$ cat src/rtl/vga_fx_pkg.sv
package vga_fx_pkg;
  localparam int PIX_W = 8;
  localparam int KEY_N = 5;

  typedef struct packed {
    logic bmp;
    logic dbl;
    logic wig;
    logic grid;
    logic alt;
  } fx_mode_t;

  localparam fx_mode_t MODE_OFF = '0;

  typedef struct packed {
    logic act;
    logic grid;
    logic bmp;
  } pix_tag_t;
endpackage

$ cat src/rtl/vga_fx_mode.sv
module vga_fx_mode
  import vga_fx_pkg::*;
#(
  parameter int HW    = 11,
  parameter int VW    = 11,
  parameter int V_ACT = 600
) (
  input  logic             clk,
  input  logic             rst_n,
  input  logic [HW-1:0]    h_cnt,
  input  logic [VW-1:0]    v_cnt,
  input  logic [KEY_N-1:0] keys_n,
  output fx_mode_t         mode_q
);
  logic     frame_edge;
  fx_mode_t mode_d;

  always_comb begin
    frame_edge  = (h_cnt == '0) && (v_cnt == VW'(V_ACT));
    mode_d.bmp  = ~keys_n[0];
    mode_d.dbl  = ~keys_n[1];
    mode_d.wig  = ~keys_n[2];
    mode_d.grid = ~keys_n[3];
    mode_d.alt  = ~keys_n[4];
  end

  always_ff @(posedge clk or negedge rst_n) begin
    if (!rst_n)          mode_q <= MODE_OFF;
    else if (frame_edge) mode_q <= mode_d;
  end

  // mode only moves on the blanking-start clock
  a_r1_mode_hold: assert property (@(posedge clk) disable iff (!rst_n)
    !frame_edge |=> $stable(mode_q));
endmodule

$ cat src/rtl/vga_fx_hindex.sv
module vga_fx_hindex #(
  parameter int HW        = 11,
  parameter int XW        = 14,
  parameter int SINE_W    = 4,
  parameter int DOUBLE_AT = 200
) (
  input  logic                     clk,
  input  logic                     rst_n,
  input  logic [HW-1:0]            h_cnt,
  input  logic signed [SINE_W-1:0] sine_ofs,
  input  logic                     dbl_en,
  input  logic                     wig_en,
  output logic [XW-1:0]            x_cur
);
  localparam int SW = XW + 2;
  localparam logic signed [SW-1:0] XMAX = SW'((1 << XW) - 1);

  logic [XW-1:0]        x_q, x_d;
  logic signed [SW-1:0] step, sum;

  always_comb begin
    x_cur = (h_cnt == '0) ? '0 : x_q;
    step  = wig_en ? ({{(SW-SINE_W){sine_ofs[SINE_W-1]}}, sine_ofs} + SW'(1))
                   : SW'(1);
    sum   = $signed({2'b00, x_cur}) + step;
    if (sum < 0)         x_d = '0;
    else if (sum > XMAX) x_d = '1;
    else                 x_d = sum[XW-1:0];
    if (dbl_en && (x_d >= XW'(DOUBLE_AT))) x_d = x_d - XW'(DOUBLE_AT);
  end

  always_ff @(posedge clk or negedge rst_n) begin
    if (!rst_n) x_q <= '0;
    else        x_q <= x_d;
  end

  // plain repetition keeps the running index inside the fold span
  a_r5_double_bound: assert property (@(posedge clk) disable iff (!rst_n)
    (dbl_en && !wig_en) |-> (x_q < XW'(DOUBLE_AT)));
endmodule

$ cat src/rtl/vga_fx_addr.sv
module vga_fx_addr
  import vga_fx_pkg::*;
#(
  parameter int XW         = 14,
  parameter int VW         = 11,
  parameter int FRAME_W    = 400,
  parameter int FRAME_H    = 300,
  parameter int BANK_OFS   = 30000,
  parameter int BMP_STRIDE = 50,
  parameter int BMP_ROWS   = 38,
  parameter int AW         = 17
) (
  input  logic          clk,
  input  logic          rst_n,
  input  logic [XW-1:0] x_cur,
  input  logic [VW-1:0] v_cnt,
  input  fx_mode_t      mode,
  output logic [AW-1:0] addr_q
);
  localparam int SW = AW + 3;
  localparam logic signed [SW-1:0] FRAME_CAP = SW'(FRAME_W*FRAME_H - 1);
  localparam logic signed [SW-1:0] BMP_CAP   = SW'(BMP_STRIDE*BMP_ROWS - 1);

  logic signed [SW-1:0] hterm, row, frame_a, bmp_a;
  logic [AW-1:0]        addr_d;

  always_comb begin
    hterm   = $signed(SW'(x_cur >> 1));
    row     = $signed(SW'(v_cnt >> 1)) * $signed(SW'(FRAME_W));
    frame_a = mode.alt ? (SW'(BANK_OFS) - hterm + row) : (hterm + row);
    bmp_a   = $signed(SW'(x_cur >> 4)) +
              $signed(SW'(v_cnt >> 4)) * $signed(SW'(BMP_STRIDE));
    if (mode.bmp) begin
      addr_d = (bmp_a > BMP_CAP) ? BMP_CAP[AW-1:0] : bmp_a[AW-1:0];
    end else if (frame_a < 0) begin
      addr_d = '0;
    end else if (frame_a > FRAME_CAP) begin
      addr_d = FRAME_CAP[AW-1:0];
    end else begin
      addr_d = frame_a[AW-1:0];
    end
  end

  always_ff @(posedge clk or negedge rst_n) begin
    if (!rst_n) addr_q <= '0;
    else        addr_q <= addr_d;
  end

  // no address beyond the frame store
  a_r9_frame_cap: assert property (@(posedge clk) disable iff (!rst_n)
    addr_q <= FRAME_CAP[AW-1:0]);
  // bitmap view stays inside the bitmap
  a_r9_bmp_cap: assert property (@(posedge clk) disable iff (!rst_n)
    mode.bmp |=> (addr_q <= BMP_CAP[AW-1:0]));
endmodule

$ cat src/rtl/vga_fx_pixel.sv
module vga_fx_pixel
  import vga_fx_pkg::*;
(
  input  logic             clk,
  input  logic             rst_n,
  input  pix_tag_t         tag_d,
  input  logic [PIX_W-1:0] mem_rdata,
  output logic [PIX_W-1:0] rgb_q
);
  pix_tag_t         s1_q, s2_q;
  logic [PIX_W-1:0] rgb_d;

  always_comb begin
    rgb_d = s2_q.bmp ? {PIX_W{mem_rdata[0]}} : mem_rdata;
    if (s2_q.grid) begin
      rgb_d[7] = mem_rdata[4];
      rgb_d[6] = mem_rdata[3];
      rgb_d[5] = ~mem_rdata[1];
    end
    if (!s2_q.act) rgb_d = '0;
  end

  always_ff @(posedge clk or negedge rst_n) begin
    if (!rst_n) begin
      s1_q  <= '0;
      s2_q  <= '0;
      rgb_q <= '0;
    end else begin
      s1_q  <= tag_d;
      s2_q  <= s1_q;
      rgb_q <= rgb_d;
    end
  end

  // blanking pixels leave as black
  a_r8_blank: assert property (@(posedge clk) disable iff (!rst_n)
    !s2_q.act |=> (rgb_q == '0));
  // bitmap pixels without grid are monochrome
  a_r4_bmp_mono: assert property (@(posedge clk) disable iff (!rst_n)
    (s2_q.bmp && s2_q.act && !s2_q.grid) |=> (rgb_q == '0 || rgb_q == '1));
endmodule

$ cat src/rtl/vga_fx_top.sv
module vga_fx_top
  import vga_fx_pkg::*;
#(
  parameter int HW         = 11,
  parameter int VW         = 11,
  parameter int H_ACT      = 800,
  parameter int V_ACT      = 600,
  parameter int XW         = 14,
  parameter int SINE_W     = 4,
  parameter int DOUBLE_AT  = 200,
  parameter int FRAME_W    = 400,
  parameter int FRAME_H    = 300,
  parameter int BANK_OFS   = 30000,
  parameter int BMP_STRIDE = 50,
  parameter int BMP_ROWS   = 38,
  parameter int GRID_H     = 20,
  parameter int GRID_V     = 10,
  localparam int AW        = $clog2(FRAME_W*FRAME_H)
) (
  input  logic                     clk,
  input  logic                     rst_n,
  input  logic [HW-1:0]            h_cnt,
  input  logic [VW-1:0]            v_cnt,
  input  logic [KEY_N-1:0]         keys_n,
  input  logic signed [SINE_W-1:0] sine_ofs,
  input  logic [PIX_W-1:0]         mem_rdata,
  output logic [AW-1:0]            mem_addr,
  output logic [PIX_W-1:0]         rgb
);
  logic [1:0]    rst_sync_q;
  logic          rst_int_n;
  fx_mode_t      mode;
  logic [XW-1:0] x_cur;
  pix_tag_t      tag_d;

  always_ff @(posedge clk or negedge rst_n) begin
    if (!rst_n) rst_sync_q <= '0;
    else        rst_sync_q <= {rst_sync_q[0], 1'b1};
  end
  assign rst_int_n = rst_sync_q[1];

  always_comb begin
    tag_d.act  = (h_cnt < HW'(H_ACT)) && (v_cnt < VW'(V_ACT));
    tag_d.grid = mode.grid && (((h_cnt % HW'(GRID_H)) == '0) ||
                               ((v_cnt % VW'(GRID_V)) == '0));
    tag_d.bmp  = mode.bmp;
  end

  vga_fx_mode #(.HW(HW), .VW(VW), .V_ACT(V_ACT)) u_mode (
    .clk(clk), .rst_n(rst_int_n), .h_cnt(h_cnt), .v_cnt(v_cnt),
    .keys_n(keys_n), .mode_q(mode));

  vga_fx_hindex #(.HW(HW), .XW(XW), .SINE_W(SINE_W), .DOUBLE_AT(DOUBLE_AT)) u_hidx (
    .clk(clk), .rst_n(rst_int_n), .h_cnt(h_cnt), .sine_ofs(sine_ofs),
    .dbl_en(mode.dbl), .wig_en(mode.wig), .x_cur(x_cur));

  vga_fx_addr #(.XW(XW), .VW(VW), .FRAME_W(FRAME_W), .FRAME_H(FRAME_H),
                .BANK_OFS(BANK_OFS), .BMP_STRIDE(BMP_STRIDE),
                .BMP_ROWS(BMP_ROWS), .AW(AW)) u_addr (
    .clk(clk), .rst_n(rst_int_n), .x_cur(x_cur), .v_cnt(v_cnt),
    .mode(mode), .addr_q(mem_addr));

  vga_fx_pixel u_pix (
    .clk(clk), .rst_n(rst_int_n), .tag_d(tag_d),
    .mem_rdata(mem_rdata), .rgb_q(rgb));
endmodule

$ cat config.mk
export PLATFORM = sky130hd
export DESIGN_NAME = vga_fx_top
export DESIGN_NICKNAME = d
export VERILOG_FILES = /design/src/rtl/vga_fx_pkg.sv /design/src/rtl/vga_fx_mode.sv /design/src/rtl/vga_fx_hindex.sv /design/src/rtl/vga_fx_addr.sv /design/src/rtl/vga_fx_pixel.sv /design/src/rtl/vga_fx_top.sv
export SDC_FILE = /design/constraint.sdc
export NUM_CORES = 1
export LEC_CHECK = 0
export ABC_CLOCK_PERIOD_IN_PS = 2000
export BUFFER_PORTS_ARGS = -buffer_cell sky130_fd_sc_hd__buf_2
export CORE_AREA = 4 4 173 133
export DETAILED_ROUTE_END_ITERATION = 7
export DIE_AREA = 0 0 177 137
export PLACE_DENSITY = 0.69
export SLEW_MARGIN = 25
export SYNTH_ARGS = -nofsm -noshare
export SYNTH_HDL_FRONTEND = slang
export SYNTH_SLANG_ARGS = --single-unit
export TNS_END_PERCENT = 100
$ cat constraint.sdc
create_clock -name clk -period 2 [get_ports clk]
set_input_delay 0.2 -clock clk [delete_from_list [all_inputs] [get_ports clk]]
set_output_delay 0.2 -clock clk [all_outputs]
set_load 0.1 [all_outputs]
==> flow_summary.html, run 1 <==
<table>
<tr><th>Metric</th><th>Value</th></tr>
<tr><th colspan="2">Outcome</th></tr>
<tr><td>Status</td><td>complete, but fails checks</td></tr>
<tr><td>Failing checks</td><td>negative setup slack</td></tr>
<tr><th colspan="2">Setup path</th></tr>
<tr><td>Worst-case register-to-register setup slack</td><td>-2720 ps</td></tr>
<tr><td>CP arrival</td><td>6260 ps</td></tr>
<tr><td>FF-to-FF End</td><td>u_hidx.x_q[7]</td></tr>
<tr><td>Launch point of the critical path</td><td>v_cnt[1]</td></tr>
<tr><td>Setup Crit Path Kind</td><td>input port to register</td></tr>
<tr><td>Startpoint of the most critical register-to-register path</td><td>u_mode.mode_q[2]</td></tr>
<tr><td>Critical path launch point type</td><td>input port</td></tr>
<tr><td>Maximum fanout count along the critical path</td><td>8</td></tr>
<tr><td>Sort of element at the end of the critical path</td><td>register</td></tr>
<tr><td>Reg2reg path depth</td><td>27</td></tr>
<tr><td>CP required</td><td>between 2000 and 2500 ps</td></tr>
<tr><th colspan="2">Hold path</th></tr>
<tr><td>End of the worst hold path</td><td>u_mode.mode_q[4]</td></tr>
<tr><td>HP Class</td><td>input port to register</td></tr>
<tr><td>Hold Path Stages</td><td>2</td></tr>
<tr><td>Min-delay src</td><td>keys_n[0]</td></tr>
<tr><th colspan="2">Clock network</th></tr>
<tr><td>Clock latency on the worst-skew pair</td><td>300 ps</td></tr>
<tr><td>Inserted Clock Buffers</td><td>5</td></tr>
<tr><td>Clock tree buffer depth</td><td>2</td></tr>
<tr><td>Clock sinks</td><td>between 50 and 60</td></tr>
<tr><td>H-tree Lvls</td><td>2</td></tr>
<tr><td>Clock root cell</td><td>sky130_fd_sc_hd__clkbuf_16</td></tr>
<tr><td>Clock transition at the registers of the reported paths</td><td>70 ps</td></tr>
<tr><td>CTS tree</td><td>done</td></tr>
<tr><th colspan="2">Drt</th></tr>
<tr><td>Drc violations</td><td>0</td></tr>
<tr><td>Number of design-rule violations left by the first detailed-router iteration</td><td>roughly 1100</td></tr>
<tr><td>Via count</td><td>around 10000</td></tr>
<tr><td>DR pass1 iterations</td><td>8</td></tr>
<tr><td>DR WL/cell</td><td>17.4 um</td></tr>
<tr><td>Sum of routed wire length over all layers</td><td>31800 um</td></tr>
<tr><td>Count of antenna-violating nets left after detailed routing</td><td>0</td></tr>
<tr><td>Routed via count divided by cell count</td><td>5.64</td></tr>
<tr><th colspan="2">Timing</th></tr>
<tr><td>Least setup slack across all paths after layout</td><td>-4080 ps</td></tr>
<tr><td>Headroom to the max-slew limit</td><td>around three fifths</td></tr>
<tr><td>Clock period minus final worst setup slack</td><td>6080 ps</td></tr>
<tr><td>Worst hold-check slack</td><td>74.4 ps</td></tr>
<tr><td>Sum of negative setup slack</td><td>-88020 ps</td></tr>
<tr><td>Actual slew at the worst max-slew pin</td><td>570 ps</td></tr>
<tr><td>Setup repair after global routing missed its margin</td><td>true</td></tr>
<tr><td>Achievable Freq</td><td>approximately 0.16 GHz</td></tr>
<tr><td>Maximum clock skew at final layout</td><td>6.59 ps</td></tr>
<tr><td>Endpoints failing hold</td><td>0</td></tr>
<tr><td>Final clock period utilization by the worst path</td><td>304%</td></tr>
<tr><td>Slew Viols, Final</td><td>0</td></tr>
<tr><td>Final-report setup violation count</td><td>32</td></tr>
<tr><th colspan="2">GRT</th></tr>
<tr><td>Global-route wire length before repair</td><td>49200 um</td></tr>
<tr><td>Number of antenna violations at the first check in global routing</td><td>0</td></tr>
<tr><td>Grt total ovfl</td><td>0</td></tr>
<tr><td>Pin count of the biggest net entering global routing</td><td>27</td></tr>
<tr><td>Total GRT Usage</td><td>24.5%</td></tr>
<tr><td>Via count of the first global-routing pass</td><td>9917</td></tr>
<tr><th colspan="2">Synth</th></tr>
<tr><td>Gate count after technology mapping</td><td>~1100</td></tr>
<tr><td>Warning count from the yosys run</td><td>0</td></tr>
<tr><td>Most used flip-flop cell after synthesis</td><td>sky130_fd_sc_hd__dfrtp_1</td></tr>
<tr><td>Post-synth net total</td><td>1247</td></tr>
<tr><td>Async S/R FF share, synth</td><td>100%</td></tr>
<tr><td>Yosys reg bits</td><td>52</td></tr>
<tr><td>Combined area of all synthesized cells</td><td>between 8000 and 9000 sq um</td></tr>
<tr><td>Proportion of synthesized chip area in sequential cells</td><td>15.4%</td></tr>
<tr><td>Netlist cell types</td><td>100</td></tr>
<tr><td>Number of enable-type register cells in the synthesized netlist</td><td>0</td></tr>
<tr><td>Mean cell area of the mapped netlist</td><td>7.71 sq um</td></tr>
<tr><th colspan="2">Die</th></tr>
<tr><td>Boundary pin count</td><td>66</td></tr>
<tr><td>Initial core utilization</td><td>approximately 40%</td></tr>
<tr><td>Chip Height</td><td>roughly 140 um</td></tr>
<tr><td>Chip width</td><td>~180 um</td></tr>
<tr><td>Floorplan Core Area</td><td>21100 sq um</td></tr>
<tr><td>Die ar.</td><td>24200 sq um</td></tr>
<tr><td>Row Count</td><td>46</td></tr>
<tr><th colspan="2">Placement</th></tr>
<tr><td>Placer Congestion</td><td>0.919</td></tr>
<tr><td>Count of port buffers added during placement</td><td>65</td></tr>
<tr><td>Post-detailed-placement half-perimeter wirelength</td><td>23100 um</td></tr>
<tr><td>Placed Instances</td><td>1777</td></tr>
<tr><th colspan="2">Cells and area</th></tr>
<tr><td>Core Util, Final</td><td>62.1%</td></tr>
<tr><td>Top library cells by usage in the layout, fill and taps aside</td><td>sky130_fd_sc_hd__buf_4, sky130_fd_sc_hd__ha_1, sky130_fd_sc_hd__inv_1, sky130_fd_sc_hd__nand2_1, sky130_fd_sc_hd__nor2_1</td></tr>
<tr><td>Number of nets at the end of the flow</td><td>1688</td></tr>
<tr><td>Layout cells sized above 1</td><td>42.6%</td></tr>
<tr><td>Layout Cells excl Fill</td><td>approximately 1800</td></tr>
<tr><td>Layout overhead on the synthesized area</td><td>55.4%</td></tr>
<tr><td>Number of diodes added for antenna fixing</td><td>0</td></tr>
<tr><td>Total of fill cells in the finished design</td><td>between 1500 and 2000</td></tr>
<tr><td>Most common cell after layout, fill and taps aside</td><td>sky130_fd_sc_hd__buf_4</td></tr>
<tr><th colspan="2">Pwr</th></tr>
<tr><td>Power density of the placed cells</td><td>957 nW/um^2</td></tr>
<tr><td>Peak VDD IR</td><td>533 uV</td></tr>
<tr><td>Leakage power figure</td><td>6.26 nW</td></tr>
<tr><td>Post-route total power</td><td>0.0126 W</td></tr>
<tr><th colspan="2">Job</th></tr>
<tr><td>Max Cap Violations</td><td>0</td></tr>
</table>
==> registers in the layout, indices dropped and copies added (netlist names) <==
name and flops:
u_addr.addr_q 17, u_pix.s1_q 3, u_hidx.x_q 14, rst_sync_q 2
u_pix.rgb_q 8, u_mode.mode_q 5, u_pix.s2_q 3
==> logic make-up after synthesis <==
kind of cell               after synthesis  share of synthesized area, %
muxes                                   12                          1.63
AOI/OAI and AO/OA                      340                          28.4
DFF                                     52                          15.4
and+or+nand+nor                        357                          21.3
buffers and inverters                  129                          6.02
adders and majority gates              112                          17.4
other                                    1                        0.0444
xor gates and xnor gates                92                          9.80
==> per-layer routing <==
layer | track usage [%] | wire [um]
met5 | 0 | 0
met1 | 36.1 | 14600
met3 | 3.51 | 2660
met2 | 38.3 | 13900
met4 | 4.90 | 775
==> cell type report <==
type                    instances  area, sq um  share of cell area, %
clock buffers                   6          129                  0.983
multi-input cells             914         7470                   57.0
well taps                     288          360                   2.75
inverters                      92          355                   2.71
repair buffers                471         3480                   26.5
flip-flops and latches         52         1300                   9.93
clock inverters                 2         16.3                  0.124
==> how the worst max path moves through the flow <==
stage	end	cells after the start
6_report	u_pix.s1_q[1]	24
5_1_grt	u_pix.s1_q[1]	33
4_1_cts	u_pix.s1_q[1]	28
3_5_place_dp	u_pix.s1_q[1]	27
3_3_place_gp	u_pix.s1_q[1]	28
2_1_floorplan	u_pix.s1_q[1]	29
==> synthesized netlist by cell type (21+ instances only) <==
cell type / number / area [sq um]
sky130_fd_sc_hd__nor2_1: 78 / 293
sky130_fd_sc_hd__nand3_1: 34 / 170
sky130_fd_sc_hd__a21oi_1: 88 / 440
sky130_fd_sc_hd__inv_1: 90 / 338
sky130_fd_sc_hd__o21ai_0: 52 / 260
sky130_fd_sc_hd__dfrtp_1: 52 / 1300
sky130_fd_sc_hd__nand2b_1: 21 / 131
sky130_fd_sc_hd__nand2_1: 94 / 353
sky130_fd_sc_hd__clkbuf_1: 28 / 105
sky130_fd_sc_hd__xnor2_1: 70 / 613
sky130_fd_sc_hd__nor3_1: 33 / 165
sky130_fd_sc_hd__ha_1: 102 / 1280
==> worst max-delay path, cell delays in order <==
cell and delay [ps]:
sky130_fd_sc_hd__buf_2 110, sky130_fd_sc_hd__inv_1 80, sky130_fd_sc_hd__ha_1 230, sky130_fd_sc_hd__or4_1 430, sky130_fd_sc_hd__or3_4 410, sky130_fd_sc_hd__o221a_4 270
sky130_fd_sc_hd__a311o_2 400, sky130_fd_sc_hd__a311o_1 350, sky130_fd_sc_hd__a211oi_2 230, sky130_fd_sc_hd__buf_4 200, sky130_fd_sc_hd__mux2_1 330, sky130_fd_sc_hd__a311o_1 350
sky130_fd_sc_hd__o22a_1 270, sky130_fd_sc_hd__nor2b_2 200, sky130_fd_sc_hd__a221oi_2 300, sky130_fd_sc_hd__nand3_1 170, sky130_fd_sc_hd__buf_4 170, sky130_fd_sc_hd__o211ai_1 190
sky130_fd_sc_hd__nand3_1 200, sky130_fd_sc_hd__nor4b_2 220, sky130_fd_sc_hd__o41ai_2 420, sky130_fd_sc_hd__nor4_2 110, sky130_fd_sc_hd__nor3_1 290, sky130_fd_sc_hd__o31ai_2 100
==> power by group <==
group	internal [W]	switching, W	leakage (nW)
combinational	0.00455	0.00575	5.55
sequential	0.00127	0.000110	0.651
clock	0.000468	0.000411	0.0671
==> timing repair <==
item	in CTS	in global routing
hold buffers	1	0
gates cloned	1	0
pin swaps	85	51
resized for setup	112	46
setup buffers	33	10
endpoints found under the setup margin	32	33
hold endpoints to repair	2	0
==> stage by stage <==
step	area [sq um]	setup WS, ps
finish	13100	-4080
global route	13100	-4390
CTS	12900	-4050
detailed placement	12000	-4500
global placement	12000	-4220
floorplan	8790	-4110
No activity file was read; power rests on OpenSTA's default activity.
==> inputs of run 2 (changes only) <==
- SETUP_SLACK_MARGIN: unset -> 0.5
==> flow_summary.html, run 2 (synthesis results as in run 1) <==
<table>
<tr><th>Metric</th><th>Value</th></tr>
<tr><th colspan="2">Outcome</th></tr>
<tr><td>Status</td><td>complete, but fails checks (unchanged)</td></tr>
<tr><td>Failing checks</td><td>negative setup slack (unchanged)</td></tr>
<tr><th colspan="2">Cells and area</th></tr>
<tr><td>Layout Cells excl Fill</td><td>1878 (was 1825)</td></tr>
<tr><td>Layout cells sized above 1</td><td>47.1% (was 42.6%)</td></tr>
<tr><td>Top library cells by usage in the layout, fill and taps aside</td><td>sky130_fd_sc_hd__buf_4, sky130_fd_sc_hd__ha_1, sky130_fd_sc_hd__inv_1 (was sky130_fd_sc_hd__buf_4, sky130_fd_sc_hd__ha_1, sky130_fd_sc_hd__inv_1, sky130_fd_sc_hd__nand2_1, sky130_fd_sc_hd__nor2_1)</td></tr>
<tr><td>Largest register FFs</td><td>17 (unchanged)</td></tr>
<tr><td>Regs by FF count</td><td>u_addr.addr_q (17), u_hidx.x_q (14), u_pix.rgb_q (8) (unchanged)</td></tr>
<tr><td>Register name with the most flops</td><td>u_addr.addr_q (unchanged)</td></tr>
<tr><td>Layout overhead on the synthesized area</td><td>64.7% (was 55.4%)</td></tr>
<tr><td>Number of nets at the end of the flow</td><td>1740 (was 1688)</td></tr>
<tr><td>Most common cell after layout, fill and taps aside</td><td>sky130_fd_sc_hd__buf_4 (unchanged)</td></tr>
<tr><th colspan="2">GRT</th></tr>
<tr><td>Total GRT Usage</td><td>25.3% (was 24.5%)</td></tr>
<tr><td>Pin count of the biggest net entering global routing</td><td>27 (unchanged)</td></tr>
<tr><td>Global-route wire length before repair</td><td>50400 um (was 49200 um)</td></tr>
<tr><td>Number of antenna violations at the first check in global routing</td><td>2 (was 0)</td></tr>
<tr><td>Via count of the first global-routing pass</td><td>10100 (was 9917)</td></tr>
<tr><td>Grt total ovfl</td><td>0 (unchanged)</td></tr>
<tr><th colspan="2">Timing</th></tr>
<tr><td>Setup repair after global routing missed its margin</td><td>true (unchanged)</td></tr>
<tr><td>Achievable Freq</td><td>0.162 GHz (was 0.165 GHz)</td></tr>
<tr><td>Clock period minus final worst setup slack</td><td>6170 ps (was 6080 ps)</td></tr>
<tr><td>Headroom to the max-slew limit</td><td>55.2% (was 62.0%)</td></tr>
<tr><td>Least setup slack across all paths after layout</td><td>-4170 ps (was -4080 ps)</td></tr>
<tr><td>Endpoints failing hold</td><td>0 (unchanged)</td></tr>
<tr><td>Slew Viols, Final</td><td>0 (unchanged)</td></tr>
<tr><td>Final-report setup violation count</td><td>32 (unchanged)</td></tr>
<tr><td>Actual slew at the worst max-slew pin</td><td>665 ps (was 570 ps)</td></tr>
<tr><td>Final clock period utilization by the worst path</td><td>308% (was 304%)</td></tr>
<tr><td>Maximum clock skew at final layout</td><td>21.2 ps (was 6.59 ps)</td></tr>
<tr><th colspan="2">Clock network</th></tr>
<tr><td>Clock sinks</td><td>52 (unchanged)</td></tr>
<tr><td>Clock tree buffer depth</td><td>2 (unchanged)</td></tr>
<tr><td>Clock latency on the worst-skew pair</td><td>320 ps (was 300 ps)</td></tr>
<tr><td>CTS tree</td><td>done (unchanged)</td></tr>
<tr><td>Inserted Clock Buffers</td><td>5 (unchanged)</td></tr>
<tr><td>H-tree Lvls</td><td>2 (unchanged)</td></tr>
<tr><td>Clock transition at the registers of the reported paths</td><td>90 ps (was 70 ps)</td></tr>
<tr><td>Clock root cell</td><td>sky130_fd_sc_hd__clkbuf_16 (unchanged)</td></tr>
<tr><th colspan="2">Die</th></tr>
<tr><td>Chip Height</td><td>137 um (unchanged)</td></tr>
<tr><td>Floorplan Core Area</td><td>21100 sq um (unchanged)</td></tr>
<tr><td>Row Count</td><td>46 (unchanged)</td></tr>
<tr><td>Initial core utilization</td><td>39.9% (unchanged)</td></tr>
<tr><td>Die ar.</td><td>24200 sq um (unchanged)</td></tr>
<tr><td>Boundary pin count</td><td>66 (unchanged)</td></tr>
<tr><td>Chip width</td><td>177 um (unchanged)</td></tr>
<tr><th colspan="2">Drt</th></tr>
<tr><td>DR pass1 iterations</td><td>8 (unchanged)</td></tr>
<tr><td>DR WL/cell</td><td>20.7 um (was 17.4 um)</td></tr>
<tr><td>Drc violations</td><td>0 (unchanged)</td></tr>
<tr><td>Number of design-rule violations left by the first detailed-router iteration</td><td>1271 (was 1079)</td></tr>
<tr><td>Via count</td><td>11200 (was 10300)</td></tr>
<tr><td>Count of antenna-violating nets left after detailed routing</td><td>0 (unchanged)</td></tr>
<tr><td>Sum of routed wire length over all layers</td><td>38900 um (was 31800 um)</td></tr>
<tr><td>Routed via count divided by cell count</td><td>5.97 (was 5.64)</td></tr>
<tr><th colspan="2">Setup path</th></tr>
<tr><td>Critical path's largest stage delay</td><td>410 ps (was 430 ps)</td></tr>
<tr><td>CP arrival</td><td>6370 ps (was 6260 ps)</td></tr>
<tr><td>Most Frequent Cell on Critical Path</td><td>sky130_fd_sc_hd__buf_4</td></tr>
<tr><td>Endpoint of the worst setup timing path</td><td>u_pix.s1_q[1] (unchanged)</td></tr>
<tr><td>Maximum fanout count along the critical path</td><td>7 (was 8)</td></tr>
<tr><td>Levels on crit path</td><td>31 (was 24)</td></tr>
<tr><td>Buf/Inv on CP</td><td>7 (was 4)</td></tr>
<tr><td>Sort of element at the end of the critical path</td><td>register (unchanged)</td></tr>
<tr><td>Reg2reg path depth</td><td>27 (unchanged)</td></tr>
<tr><td>Startpoint of the most critical register-to-register path</td><td>u_mode.mode_q[2] (unchanged)</td></tr>
<tr><td>Setup Crit Path Kind</td><td>input port to register (unchanged)</td></tr>
<tr><td>Worst path slowest cell</td><td>sky130_fd_sc_hd__or3_4 (was sky130_fd_sc_hd__or4_1)</td></tr>
<tr><td>FF-to-FF End</td><td>u_hidx.x_q[12] (was u_hidx.x_q[7])</td></tr>
<tr><td>Worst-case register-to-register setup slack</td><td>-3050 ps (was -2720 ps)</td></tr>
<tr><td>CP required</td><td>2200 ps (was 2180 ps)</td></tr>
<tr><td>Launch point of the critical path</td><td>v_cnt[1] (unchanged)</td></tr>
<tr><td>Crit-path leading delay family</td><td>compound AO/OA/AOI/OAI gates (unchanged)</td></tr>
<tr><td>Critical path launch point type</td><td>input port (unchanged)</td></tr>
<tr><th colspan="2">Pwr</th></tr>
<tr><td>Leakage power figure</td><td>6.65 nW (was 6.26 nW)</td></tr>
<tr><td>Post-route total power</td><td>0.0139 W (was 0.0126 W)</td></tr>
<tr><td>Power density of the placed cells</td><td>1000 nW/um^2 (was 957 nW/um^2)</td></tr>
<tr><td>Peak VDD IR</td><td>621 uV (was 533 uV)</td></tr>
<tr><th colspan="2">Hold path</th></tr>
<tr><td>Hold Path Stages</td><td>2 (unchanged)</td></tr>
<tr><td>HP Class</td><td>input port to register (unchanged)</td></tr>
<tr><th colspan="2">Placement</th></tr>
<tr><td>Placed Instances</td><td>1783 (was 1777)</td></tr>
<tr><td>Post-detailed-placement half-perimeter wirelength</td><td>23300 um (was 23100 um)</td></tr>
<tr><td>Count of port buffers added during placement</td><td>65 (unchanged)</td></tr>
<tr><td>Placer Congestion</td><td>0.945 (was 0.919)</td></tr>
<tr><th colspan="2">Job</th></tr>
<tr><td>Max Cap Violations</td><td>0 (unchanged)</td></tr>
</table>
==> run 2: changes by cell type in the layout (fill, tap and decap cells not counted), sizes merged <==
cell / previous run / this run
clkinv: 2 / 3
inv: 90 / 91
clkbuf: 6 / 5
clkinvlp: 2 / 1
buf: 470 / 522
diode: 0 / 1
==> run 2: through the flow <==
stage / cell area [sq um] / setup slack, ps / utilization [%] / hold WS, ps / TNS [ps]
4_1_cts: 13200 / -4040 / 62.5 / 58.5 / -76940
3_5_place_dp: 12100 / -4540 / 57.2 / -11.8 / -97330
2_1_floorplan: 8800 / -4110 / - / -95.6 / -84130
3_3_place_gp: 12100 / -4170 / 57.2 / -15.0 / -92790
5_1_grt: 13900 / -4390 / 65.8 / 39.8 / -96110
6_report: 13900 / -4170 / 65.8 / 40.0 / -91880
==> run 2: worst min path at each step <==
| stage | start | to | slack [ps] |
|---|---|---|---|
| floorplan | rst_n | rst_sync_q[0] | -100 |
| global placement | rst_n | rst_sync_q[0] | -20 |
| detailed placement | rst_n | rst_sync_q[0] | -10 |
| CTS | keys_n[1] | u_mode.mode_q[3] | 60 |
| global route | keys_n[1] | u_mode.mode_q[3] | 40 |
| finish | keys_n[1] | u_mode.mode_q[3] | 40 |
==> run 2: timing repair <==
item                       CTS  global route
hold buffers                 1             0
setup endpoints to repair   34            38
gates resized for setup    129           107
buffers inserted            59            25
pin swaps                   93            79
cloned                       1             0
hold endpoints to repair     2             0
==> run 2: report_power, final <==
| group | internal [W] | leakage [nW] | switching, W |
|---|---|---|---|
| clock | 0.000471 | 0.0742 | 0.000467 |
| combinational | 0.00500 | 5.92 | 0.00657 |
| sequential | 0.00127 | 0.651 | 0.000123 |
==> run 2: layout make-up <==
cell class	instances	area [sq um]
timing repair buffer	523	3930
clock inverter	3	22.5
inverter	92	358
fill	1518	7220
tap	288	360
sequential	52	1300
antenna	1	2.50
clock buffer	5	125
multi-input combinational	914	7800
==> run 2: layer usage <==
metal | global-route usage (%) | share of wire [%] | wire length (um)
met1 | 34.4 | 39 | 15200
met2 | 41.6 | 44 | 17000
met3 | 4.83 | 11 | 4120
met4 | 6.44 | 6.5 | 2520
met5 | 0 | 0.021 | 8
